### config.mk
export PLATFORM = sky130hd
export DESIGN_NAME = wtrap_ctl_unit
export DESIGN_NICKNAME = d
export VERILOG_FILES = /design/src/rtl/wtrap_pkg.sv /design/src/rtl/wtrap_acc_decode.sv /design/src/rtl/wtrap_sticky_reg.sv /design/src/rtl/wtrap_trap_check.sv /design/src/rtl/wtrap_ctl_unit.sv
export SDC_FILE = /design/constraint.sdc
export NUM_CORES = 1
export LEC_CHECK = 0
export ABC_CLOCK_PERIOD_IN_PS = 1850
export BUFFER_PORTS_ARGS = -buffer_cell sky130_fd_sc_hd__buf_2
export CAP_MARGIN = 15
export CORE_ASPECT_RATIO = 1.5
export CORE_MARGIN = 10
export CORE_UTILIZATION = 36
export DETAILED_ROUTE_END_ITERATION = 16
export GPL_ROUTABILITY_DRIVEN = 1
export PLACE_DENSITY_LB_ADDON = 0.1
export SYNTH_ARGS = -nofsm -noshare
export SYNTH_HDL_FRONTEND = slang
export SYNTH_SLANG_ARGS = --single-unit
### constraint.sdc
create_clock -name clk -period 1.85 [get_ports clk]
set_input_delay 0.0925 -clock clk [delete_from_list [all_inputs] [get_ports clk]]
set_output_delay 0.0925 -clock clk [all_outputs]
set_load 0.05 [all_outputs]
### src/rtl/wtrap_pkg.sv
// Package: shared widths, exception classes and the access encoding
// of the write-trap control word.
package wtrap_pkg;

    localparam int CTL_W   = 64;   // control word width
    localparam int GUARD_N = 22;   // number of guard bits
    localparam int IDX_W   = 5;    // request index width
    localparam int EC_W    = 6;    // exception class width
    localparam int EL_W    = 2;    // privilege level width
    localparam logic [EL_W-1:0] EL_TOP = 2'd3;

    localparam logic [EC_W-1:0] EC_SINGLE = 6'h18;
    localparam logic [EC_W-1:0] EC_PAIR   = 6'h14;

    typedef struct packed {
        logic [1:0] op0;
        logic [2:0] op1;
        logic [3:0] crn;
        logic [3:0] crm;
        logic [2:0] op2;
    } sreg_enc_t;

    localparam sreg_enc_t CTL_ENC = '{op0: 2'b11, op1: 3'b110,
                                      crn: 4'b0001, crm: 4'b0001, op2: 3'b101};

    // Builds the mask of implemented guard bits from feature switches.
    function automatic logic [CTL_W-1:0] impl_mask(
        input bit root_pmu, input bit gran_prot, input bit ctrl2,
        input bit perm_ind, input bit part_mon, input bit mem_enc,
        input bit attr_ext, input bit shadow_stk);
        logic [CTL_W-1:0] m;
        m = '0;
        m[GUARD_N-1:0] = '1;
        m[17] = root_pmu & gran_prot;
        m[16] = ctrl2;
        m[14] = perm_ind;
        m[13] = part_mon;
        m[12] = mem_enc;
        m[10] = attr_ext;
        m[4]  = attr_ext;
        m[8]  = gran_prot;
        m[7]  = gran_prot;
        m[6]  = shadow_stk;
        m[5]  = shadow_stk;
        return m;
    endfunction

endpackage

### src/rtl/wtrap_acc_decode.sv
// Module: wtrap_acc_decode
// Decodes a system-register access against the control-word encoding
// and the privilege level. Assumes acc fields are stable while valid.
module wtrap_acc_decode
    import wtrap_pkg::*;
(
    input  logic            clk,
    input  logic            rst_n,
    input  logic            acc_valid,
    input  logic            acc_write,
    input  logic [EL_W-1:0] acc_el,
    input  sreg_enc_t       acc_enc,
    output logic            hit_rd,
    output logic            hit_wr,
    output logic            undef
);
    logic enc_hit;
    logic el_ok;

    // Classify the access: legal read, legal write or undefined.
    always_comb begin
        enc_hit = acc_valid && (acc_enc == CTL_ENC);
        el_ok   = (acc_el == EL_TOP);
        hit_rd  = enc_hit && el_ok && !acc_write;
        hit_wr  = enc_hit && el_ok && acc_write;
        undef   = enc_hit && !el_ok;
    end

    // undefined only from a lower privilege level, never with a legal hit
    assert_undef_lowpriv_R5: assert property (@(posedge clk) disable iff (!rst_n)
        undef |-> (acc_el != EL_TOP) && !hit_rd && !hit_wr);

endmodule

### src/rtl/wtrap_sticky_reg.sv
// Module: wtrap_sticky_reg
// Holds the control word. Writes only set implemented bits; only the
// synchronous active-low reset clears them.
module wtrap_sticky_reg
    import wtrap_pkg::*;
#(
    parameter logic [CTL_W-1:0] IMPL_MASK = '0
)(
    input  logic             clk,
    input  logic             rst_n,
    input  logic             wr_en,
    input  logic [CTL_W-1:0] wdata,
    output logic [CTL_W-1:0] ctl_q
);
    // Accumulate set bits; reset clears everything.
    always_ff @(posedge clk) begin
        if (!rst_n)
            ctl_q <= '0;
        else if (wr_en)
            ctl_q <= ctl_q | (wdata & IMPL_MASK);
    end

    // a bit once set stays set until reset
    assert_sticky_R2: assert property (@(posedge clk) disable iff (!rst_n)
        1'b1 |=> ((ctl_q & $past(ctl_q)) == $past(ctl_q)));

    // an unimplemented bit never changes on a write
    assert_masked_R4: assert property (@(posedge clk) disable iff (!rst_n)
        wr_en |=> ((ctl_q & ~IMPL_MASK) == ($past(ctl_q) & ~IMPL_MASK)));

endmodule

### src/rtl/wtrap_trap_check.sv
// Module: wtrap_trap_check
// Combinational trap decision for a target-register request.
// Assumes the control word is already masked to implemented bits.
module wtrap_trap_check
    import wtrap_pkg::*;
(
    input  logic             clk,
    input  logic             rst_n,
    input  logic [CTL_W-1:0] ctl,
    input  logic             req_valid,
    input  logic             req_write,
    input  logic             req_pair,
    input  logic [IDX_W-1:0] req_idx,
    output logic             trap,
    output logic [EC_W-1:0]  trap_ec
);
    logic guard_set;

    // Look up the guard bit and choose the class from the write width.
    always_comb begin
        guard_set = (int'(req_idx) < GUARD_N) && ctl[req_idx];
        trap      = req_valid && req_write && guard_set;
        trap_ec   = trap ? (req_pair ? EC_PAIR : EC_SINGLE) : '0;
    end

    // a trap needs a valid write request
    assert_write_only_R9: assert property (@(posedge clk) disable iff (!rst_n)
        trap |-> (req_valid && req_write));

    // class output is 0 without a trap
    assert_ec_idle_R7: assert property (@(posedge clk) disable iff (!rst_n)
        !trap |-> (trap_ec == '0));

endmodule

### src/rtl/wtrap_ctl_unit.sv
// Module: wtrap_ctl_unit (top)
// Sticky write-trap control word plus the same-cycle trap check.
// Assumes a synchronous active-low reset and one access per cycle.
module wtrap_ctl_unit
    import wtrap_pkg::*;
#(
    parameter bit HAS_ROOT_PMU   = 1'b1,
    parameter bit HAS_GRAN_PROT  = 1'b1,
    parameter bit HAS_CTRL2      = 1'b1,
    parameter bit HAS_PERM_IND   = 1'b1,
    parameter bit HAS_PART_MON   = 1'b1,
    parameter bit HAS_MEM_ENC    = 1'b1,
    parameter bit HAS_ATTR_EXT   = 1'b1,
    parameter bit HAS_SHADOW_STK = 1'b1
)(
    input  logic        clk,
    input  logic        rst_n,
    input  logic        acc_valid,
    input  logic        acc_write,
    input  logic [1:0]  acc_el,
    input  logic [1:0]  acc_op0,
    input  logic [2:0]  acc_op1,
    input  logic [3:0]  acc_crn,
    input  logic [3:0]  acc_crm,
    input  logic [2:0]  acc_op2,
    input  logic [63:0] acc_wdata,
    output logic [63:0] acc_rdata,
    output logic        acc_undef,
    input  logic        req_valid,
    input  logic        req_write,
    input  logic        req_pair,
    input  logic [4:0]  req_idx,
    output logic        trap,
    output logic [5:0]  trap_ec
);
    localparam logic [CTL_W-1:0] IMPL_MASK = impl_mask(
        HAS_ROOT_PMU, HAS_GRAN_PROT, HAS_CTRL2, HAS_PERM_IND,
        HAS_PART_MON, HAS_MEM_ENC, HAS_ATTR_EXT, HAS_SHADOW_STK);

    sreg_enc_t        enc;
    logic             hit_rd;
    logic             hit_wr;
    logic [CTL_W-1:0] ctl_q;

    // Gather the encoding fields into one struct.
    always_comb begin
        enc = '{op0: acc_op0, op1: acc_op1, crn: acc_crn,
                crm: acc_crm, op2: acc_op2};
    end

    wtrap_acc_decode u_dec (
        .clk       (clk),
        .rst_n     (rst_n),
        .acc_valid (acc_valid),
        .acc_write (acc_write),
        .acc_el    (acc_el),
        .acc_enc   (enc),
        .hit_rd    (hit_rd),
        .hit_wr    (hit_wr),
        .undef     (acc_undef)
    );

    wtrap_sticky_reg #(.IMPL_MASK(IMPL_MASK)) u_reg (
        .clk   (clk),
        .rst_n (rst_n),
        .wr_en (hit_wr),
        .wdata (acc_wdata),
        .ctl_q (ctl_q)
    );

    wtrap_trap_check u_chk (
        .clk       (clk),
        .rst_n     (rst_n),
        .ctl       (ctl_q),
        .req_valid (req_valid),
        .req_write (req_write),
        .req_pair  (req_pair),
        .req_idx   (req_idx),
        .trap      (trap),
        .trap_ec   (trap_ec)
    );

    // Return the control word only on a legal read.
    always_comb begin
        acc_rdata = hit_rd ? ctl_q : '0;
    end

    // a rejected access leaves the control word unchanged
    assert_lowpriv_hold_R5: assert property (@(posedge clk) disable iff (!rst_n)
        acc_undef |=> $stable(ctl_q));

    // reserved upper bits never read as 1
    assert_rsvd_zero_R3: assert property (@(posedge clk) disable iff (!rst_n)
        acc_rdata[CTL_W-1:GUARD_N] == '0);

endmodule

# --- Word level (Yosys, flattened, before mapping) ---
# Cells that the tools add are included.
op_classes:
  n_lt_le_gt_ge: 2
  n_eq_ne: 2
  mux: 5
  bitwise: 1
  reduce_logical: 10
ops:
  columns: ["op", "n"]
  rows:
  - ["64-bit two-way mux", 1]
  - ["64-bit by 22-bit bitwise OR with 64-bit output", 1]
  - ["16-bit equality test (second input constant)", 1]
  - ["1-bit logical AND", 8]
  - ["5-bit by 7-bit < comparator with 1-bit output (second input constant)", 1]
  - ["6-bit two-way mux", 1]
  - ["1-bit binary-select mux with 5-bit select", 1]
  - ["5-bit < comparator (second input constant)", 1]
  - ["4-bit two-way mux", 1]
  - ["2-bit equality test (second input constant)", 1]
  - ["1-bit zero test", 2]
  - ["1-bit two-way mux", 1]
word_totals:
  register_bits: 64
  input_bits: 94
  out_inout_bits: 72
  elab_cells: 21

# --- Logic depth before layout (Yosys ltp) ---
# Gate-level depths: netlist of the first run.
logic_depth:
  ltp_word: 5
  mapped_depth: 6
  depth_no_buf: 4

# --- By module ---
# From an unflattened synthesis of the first run, not the netlist that was laid out.
unflattened:
  hier_cells: 223
  area_unflattened_um2: 1951.9
by_module_without_submodules:
  columns: ["mod", "instances", "cells_each", "area_each_um2", "seq_area_each_um2"]
  rows:
  - ["wtrap_sticky_reg", 1, 113, 1037.2, 440.4]
  - ["wtrap_ctl_unit", 1, 70, 510.5, 0.0]
  - ["wtrap_trap_check", 1, 30, 304.0, 0.0]
  - ["wtrap_acc_decode", 1, 10, 100.1, 0.0]

# --- Worst setup path before layout of the first run ---
# No wires, ideal clock.
synth_timing:
  path_type: "flip-flop to output port"
  startpoint: "reg u_reg.ctl_q[19]"
  endpoint: "out trap_ec[4]"
  arrival_ps: 1807
  required_ps: 1757
  setup_slack_ps: -50
  stages_incl_launch_ff: 6
  n_path_buf: 1
  path_cell_list: "dfxtp_1 -> mux4_2 -> a22o_1 -> a32oi_1 -> nand2_1 -> buf_4"
synth_between:
  elab_chain_len: 5
synth_lines:
  columns: ["item", "line", "text"]
  rows:
  - ["start: declaration", "wtrap_sticky_reg.sv:13", "output logic [CTL_W-1:0] ctl_q"]
  - ["start signal: assignment", "wtrap_sticky_reg.sv:20", "ctl_q <= ctl_q | (wdata & IMPL_MASK);"]
  - ["1-bit binary-select mux with 5-bit select", "wtrap_trap_check.sv:21", "guard_set = (int'(req_idx) < GUARD_N) && ctl[req_idx];"]
  - ["1-bit two-way mux (implied by the code)", "wtrap_trap_check.sv:21", null]
  - ["1-bit logical AND", "wtrap_trap_check.sv:21", null]
  - ["1-bit logical AND", "wtrap_trap_check.sv:22", "trap = req_valid && req_write && guard_set;"]
  - ["named net trap", "wtrap_ctl_unit.sv:33", "output logic trap,"]
  - ["6-bit two-way mux", "wtrap_trap_check.sv:23", "trap_ec = trap ? (req_pair ? EC_PAIR : EC_SINGLE) : '0;"]
  - ["end: declaration", "wtrap_ctl_unit.sv:34", "output logic [5:0] trap_ec"]
# The timed path passes the listed nets, and every way through them passes these cells. The select of a mux whose other input is x is not followed.

# --- Worst setup path in the final report of the first run ---
layout_timing:
  startpoint: "reg u_reg.ctl_q[19]"
  endpoint: "out trap_ec[2]"
layout_between:
  elab_chain_len: 5
layout_lines:
  columns: ["item", "line"]
  rows:
  - ["1-bit binary-select mux with 5-bit select", "wtrap_trap_check.sv:21"]
  - ["1-bit two-way mux (implied by the code)", "wtrap_trap_check.sv:21"]
  - ["1-bit logical AND", "wtrap_trap_check.sv:21"]
  - ["1-bit logical AND", "wtrap_trap_check.sv:22"]
  - ["6-bit two-way mux", "wtrap_trap_check.sv:23"]
# Every way passes these cells. The select of a mux whose other input is x is not followed.

==> metrics.txt, run 1 <==
reg2reg path depth=3; hold endpoint=u_reg.ctl_q[8]; CP max FO=3; CP arrival=1.73 ns; outcome=finished clean; IO Pins=166; synthesized flop and latch total=22; crit path cell chain=mux4_2 > a22o_1 > a32oi_2 > a21boi_1 > buf_4; DR iter-0 viols=79; prevailing post-synth register cell=dfxtp_1; Synth async-reset ratio=0%; Worst path slowest cell=mux4_2; Pint=between 0.7 and 0.8 mW; cts bufs inserted=3; Max Clock Skew=0 ns; ratio of cells with drive above 1 in the final layout=40.5%; GRT Overall Usage=11.4%; worst r2r src=u_reg.ctl_q[18]; Die Span Y=102 µm; Synth Area in Compound Gates=11.4%; clock power share=between 20 and 30%; fmax=547 MHz; Largest regs=u_reg.ctl_q (22); mux cell area share after synthesis=7.31%; Final Hold Fails=0; vias in the first global route=1,528; initial antenna violation count=0; Synth Warn #=0; Skew-Pair Late Insertion Delay=0.25 ns; CTS tree=built; root buf cell=clkbuf_8; TritonRoute pass-1 iters=4; Avg WL per Cell=about 15 µm; VDD IR-drop max=a little under 0.2 mV; RePlAce Congestion=0.781; post-route cell area=2070 µm²; cell count after synthesis=184; clock period minus worst slack=1.83 ns; pwr dens=546 nW/µm²; Layout Nets=approximately 360; sequential share of power=between 40% and 50%; Netlist Area Pre-Place=1630 µm²; Final Non-Filler Cells=308; Setup Viol. Count Final=0; core area=4320 µm²; largest net degree at the start of global routing=23; final slew viol count=0; cell leakage power=0.998 nW; CP max stage delay=0.45 ns; final WL=4750 µm; Reg-to-Reg End=u_reg.ctl_q[18]; post-synth cell types=30; max cap viols=0; Placed Area=about 1900 µm²; Hold Crit Depth=3; flop2flop setup slack=approximately 1.1 ns; Rows=29; largest register by flop count=u_reg.ctl_q; clk buf depth=2; RSZ-0062 raised after global routing=true; Net Sw Power=0.406 mW; DR DRC count=0; Remaining Overflow, GRT=0; number of flops mapped to enable cells by yosys=0; die area=7660 µm²; Largest register FFs=22; register area share after synthesis=27.1%; Fin Hold WS=between 0.09 and 0.1 ns; CP Capture Type=output port; ANT nets after route=0; crit start category=register; Tot Pwr=roughly 1.1 mW; XOR/XNOR share of the synthesized area=0%; placed cells=301; main combinational cell family by area after synthesis=simple AND/OR/NAND/NOR gates; Worst Setup SP=u_reg.ctl_q[19]; hold_sp=acc_wdata[8]; clk sinks=22; Vias/cell=4.69; starting density of the core=37.7%; Post-Synth Adder-Cell Area=0%; CP Class=register to output port; n_diodes=0; Worst Hold Class=input port to register; simple-gate portion of the synthesized area=28.3%; Synth Area per Inst=8.84 µm²; sw frac=35.9%; Post-DP HPWL=3920 µm; number of vias in the routed layout=1,443; Port-buffer cells=78; die width=74.9 µm; CTS H-tree lvls=1; clock slew at reported path FFs=0.08 ns; first-pass GRT wire length=6980 µm; Area Overhead vs Synth=27.5%; period utilisation layout=approximately 99%; combinational share of power=28.5%; Required @ worst endpoint=between 1.5 and 2 ns
## cells in the mapped netlist, types with 2 or more instances
cell        n  area, µm²
a2111oi_0   2       17.5
a31oi_1    22        138
and2_1     22        138
and3_1      2       12.5
buf_2       4       20.0
buf_4      46        345
buf_6       3       33.8
clkbuf_1    2       7.51
dfxtp_1    22        440
inv_1       3       11.3
mux2i_1     4       40.0
mux4_2      3       67.6
nand2_1     4       15.0
nand2b_1    2       12.5
nand3_1     3       15.0
nand4b_1    2       17.5
nor2b_1    23        144
nor3b_1     2       15.0
nor4_4      2       42.5
## per-layer routing
metal  vias to the layer above  part of all wire [%]  global-route usage (%)  wire [µm]
met1                       653                    38                    11.6       1810
li1                        705                     -                       -          -
met3                         2                    12                    4.07        556
met5                         -                     0                       0          0
met4                         0                  0.97                    3.95         46
met2                        83                    49                    20.7       2340
## critical path: cells and delay by family (launching register included)
family / cells / cell delay [ns]
buf+inv: 1 / 0.20
compound gates: 3 / 0.52
flops: 1 / 0.32
mux: 1 / 0.45
## timing repair
| item | 4_1_cts | 5_1_grt |
|---|---|---|
| buffers inserted | 0 | 3 |
| setup endpoints to repair | 4 | 26 |
| resized for setup | 10 | 38 |
| pin swaps | 1 | 5 |
| hold buffers | 0 | 0 |
## worst max-delay path by stage
stage | endpoint
final | trap_ec[2]
after detailed placement | acc_rdata[2]
after floorplan | trap_ec[3]
after global placement | acc_rdata[2]
after global routing | trap_ec[3]
after CTS | trap_ec[2]
## layout by cell type, fill, tap and decap left out, types with 2 or more instances in the layout
cell type  Yosys  routed
a31oi_1       22      22
mux4_2         3       3
and3_1         2       2
clkbuf_8       0       4
dfxtp_2        0       3
clkbuf_4       0      11
nand2_1        4       3
and2_1        22      22
dfxtp_1       22      19
inv_1          3       3
nor4_4         2       3
mux2i_1        4       4
buf_2          4      52
nor2b_1       23      23
nand4b_1       2       2
nand3_1        3       3
conb_1         1      45
buf_6          3       2
buf_4         46      19
## power groups by stage
stage               sequential [mW]  combinational [mW]  clock, mW
finish                        0.473               0.322      0.337
global route                  0.473               0.340      0.360
CTS                           0.473               0.316      0.347
detailed placement            0.484               0.311          0
global placement              0.484               0.310          0
floorplan                     0.484               0.315          0
## layout make-up
type	instances	area [µm²]
Sequential cell	22	444
Tap cell	46	57.6
Multi-Input combinational cell	148	978
Inverter	3	11.3
Timing Repair Buffer	85	528
Clock buffer	4	55.1
Fill cell	462	2240
## through the flow
step / utilization (%) / setup slack (ns) / setup TNS, ns
after floorplan: - / -0.00699 / -0.00699
after global placement: 43.8 / 0.0576 / 0
after detailed placement: 43.8 / 0.0816 / 0
after CTS: 45.9 / -0.00630 / -0.00630
after global routing: 48.0 / -0.0689 / -0.201
final: 48.0 / 0.0234 / 0
## logic make-up (layout without fill, tap and decap cells)
kind of cell,Yosys count,count (layout)
muxes,8,8
and+or+nand+nor,67,67
other,1,45
buffers and inverters,58,92
AOI/OAI and AO/OA,28,28
DFF,22,22
Note: power is estimated with default switching activity, not from simulation.
==> inputs of run 2 (changes only) <==
--- a/config.mk
+++ b/config.mk
@@ -5,6 +5,7 @@
 export SDC_FILE = /design/constraint.sdc
 export NUM_CORES = 1
 export LEC_CHECK = 0
+export ABC_AREA = 1
 export ABC_CLOCK_PERIOD_IN_PS = 1850
 export BUFFER_PORTS_ARGS = -buffer_cell sky130_fd_sc_hd__buf_2
 export CAP_MARGIN = 15
@@ -13,7 +14,7 @@
 export CORE_UTILIZATION = 36
 export DETAILED_ROUTE_END_ITERATION = 16
 export GPL_ROUTABILITY_DRIVEN = 1
-export PLACE_DENSITY_LB_ADDON = 0.1
+export PLACE_DENSITY = 0.88
 export SYNTH_ARGS = -nofsm -noshare
 export SYNTH_HDL_FRONTEND = slang
 export SYNTH_SLANG_ARGS = --single-unit
==> run 2 against run 1 <==
Largest cell class unchanged. Wire length up 6.1%. Register-to-register slack better by 0.11 ns. Setup slack improved by 0.20 ns. Synthesized cell count rose by 31%. Critical path depth grew 6. Maximum frequency grew 13%.
==> metrics.txt, run 2 <==
outcome=finished clean; Area Overhead vs Synth=15.2%; Crit path top cell by count=nand2_1; first-pass GRT wire length=between 7000 and 8000 µm; main combinational cell family by area after synthesis=buffers and inverters; cell leakage power=~1.0 nW; crit path cell chain=clkinv_2 > nand2_1 > nand3_1 > nand3_1 > nand3_1 > nand2_1 > nand2_1 > nand2_1 > nand2_1 > inv_1 > buf_2; largest register by flop count=u_reg.ctl_q; Post-Synth Adder-Cell Area=0%; mux cell area share after synthesis=0%; commonest cells in the synthesized netlist=buf_4 (46), nand2_1 (28), inv_1 (24), nor2_1 (24), dfxtp_1 (22); top cells by area, synth=dfxtp_1 (26%), buf_4 (21%), nand4_1 (7.8%); RePlAce Congestion=0.859; CTS tree=built; DR iter-0 viols=125; crit start category=register; largest net degree at the start of global routing=23; CP max stage delay=0.33 ns; core area=4500 µm²; pwr dens=577 nW/µm²; Synth Area in Compound Gates=7.92%; fmax=616 MHz; worst slew pin tran=0.703 ns; max cap viols=0; root buf cell=clkbuf_8; CP arrival=1.53 ns; Routed met2 length=2480 µm; Post-CTS Setup Inserts=0; M1 WL=1810 µm; clock slew at reported path FFs=0.07 ns; prevailing post-synth register cell=dfxtp_1; Max Clock Skew=0 ns; Skew-Pair Late Insertion Delay=0.26 ns; Netlist Area Pre-Place=1670 µm²; simple-gate portion of the synthesized area=31.4%; Vias/cell=4.64; RSZ-0062 raised after global routing=false; Port-buffer cells=78; Required @ worst endpoint=approximately 1.8 ns; most frequent cells in the layout=buf_2 (76), conb_1 (45), nand2_1 (28), inv_1 (24), nor2_1 (24); TNS Setup=0 ns; Largest regs=u_reg.ctl_q (22); final slew viol count=0; CTS H-tree lvls=1; Setup Viol. Count Final=0; Fin Hold WS=0.102 ns; Hold Crit Depth=3; total of cells resized after clock tree synthesis=0; die area=7830 µm²; period utilisation layout=around 88%; synthesized flop and latch total=22; cts bufs inserted=3; Worst Hold Class=input port to register; clk buf depth=2; Synth Warn #=0; ratio of cells with drive above 1 in the final layout=34.0%; number of vias in the routed layout=roughly 1.7k; Final Hold Fails=0; IO Pins=166; Layout Nets=408; Largest register FFs=22; WL met3=between 600 and 700 µm; number of flops mapped to enable cells by yosys=0; clock period minus worst slack=1.62 ns; GRT Overall Usage=11.9%; Post-DP HPWL=approximately 4000 µm; vias in the first global route=approximately 1.6k; n_diodes=0; Worst path slowest cell=dfxtp_1; reg2reg path depth=2; VDD IR-drop max=0.188 mV; CP max FO=3; cell taking the most area after synthesis=dfxtp_1; DR DRC count=0; hold buffer count at CTS=0; highest routed metal layer=met4; CP Class=register to output port; CP Capture Type=output port; Synth Area per Inst=slightly below 7 µm²; initial antenna violation count=0; commonest non-fill, non-tap cell in the layout=buf_2; Rows=30; cell count after synthesis=241; post-synth cell types=25; ANT nets after route=0; final WL=around 5000 µm; register area share after synthesis=about a quarter; starting density of the core=a little under two fifths; top-area cell type share of the netlist area=26.3%; TritonRoute pass-1 iters=4; Slew headroom=53.1%; Remaining Overflow, GRT=0; die width=75.7 µm; most frequent cell after synthesis=buf_4; clk sinks=22; XOR/XNOR share of the synthesized area=0%; Synth async-reset ratio=0%; Avg WL per Cell=14.0 µm; Die Span Y=around 100 µm
## run 2: power by group
part           internal (mW)  switching, mW  leakage, nW
clock network          0.145          0.145       0.0216
logic                 0.0617          0.289        0.832
registers              0.473    0.000000189        0.177
## run 2: path summary, 6_finish.rpt
| check | startpoint | to | slack [ns] |
|---|---|---|---|
| max reg2reg | u_reg.ctl_q[2] | u_reg.ctl_q[2] | 1.22 |
| min | acc_wdata[17] | u_reg.ctl_q[17] | 0.10 |
| min reg2reg | u_reg.ctl_q[11] | u_reg.ctl_q[11] | 0.46 |
| max | u_reg.ctl_q[15] | trap | 0.23 |
## run 2: layout make-up
cell class | count | area, µm²
timing repair buffer | 81 | 418
clock buffer | 3 | 41.3
inverter | 34 | 135
multi-input combinational | 172 | 833
fill | 514 | 2580
tap | 48 | 60.1
sequential | 22 | 440
## run 2: metal layers
| metal | GRT usage, % | vias up |
|---|---|---|
| li1 | - | 830 |
| met1 | 12.4 | 749 |
| met2 | 20.4 | 85 |
| met3 | 4.68 | 6 |
| met4 | 4.13 | 0 |
| met5 | 0 | - |
## run 2: critical path, delay by kind of cell (launching register included)
kind                   cells  cell delay (ns)
buffers and inverters      3             0.40
DFF                        1             0.33
and+or+nand+nor            8             0.54
## run 2: cells by family after synthesis
kind of cell	count (synthesis)
compound gates	25
buf+inv	91
simple gates	102
other cells	1
flops	22
## run 2: per-stage QoR
stage | total power, mW | instance area, µm² | utilization (%) | worst slack, ns | std cells
global placement | 0.822 | 1880 | 41.8 | 0.342 | 357
detailed placement | 0.827 | 1880 | 41.8 | 0.271 | 357
finish | 1.11 | 1930 | 42.8 | 0.227 | 360
global route | 1.16 | 1930 | 42.8 | 0.0267 | 360
CTS | 1.12 | 1920 | 42.7 | 0.189 | 360
floorplan | 0.832 | 1850 | - | 0.171 | 285
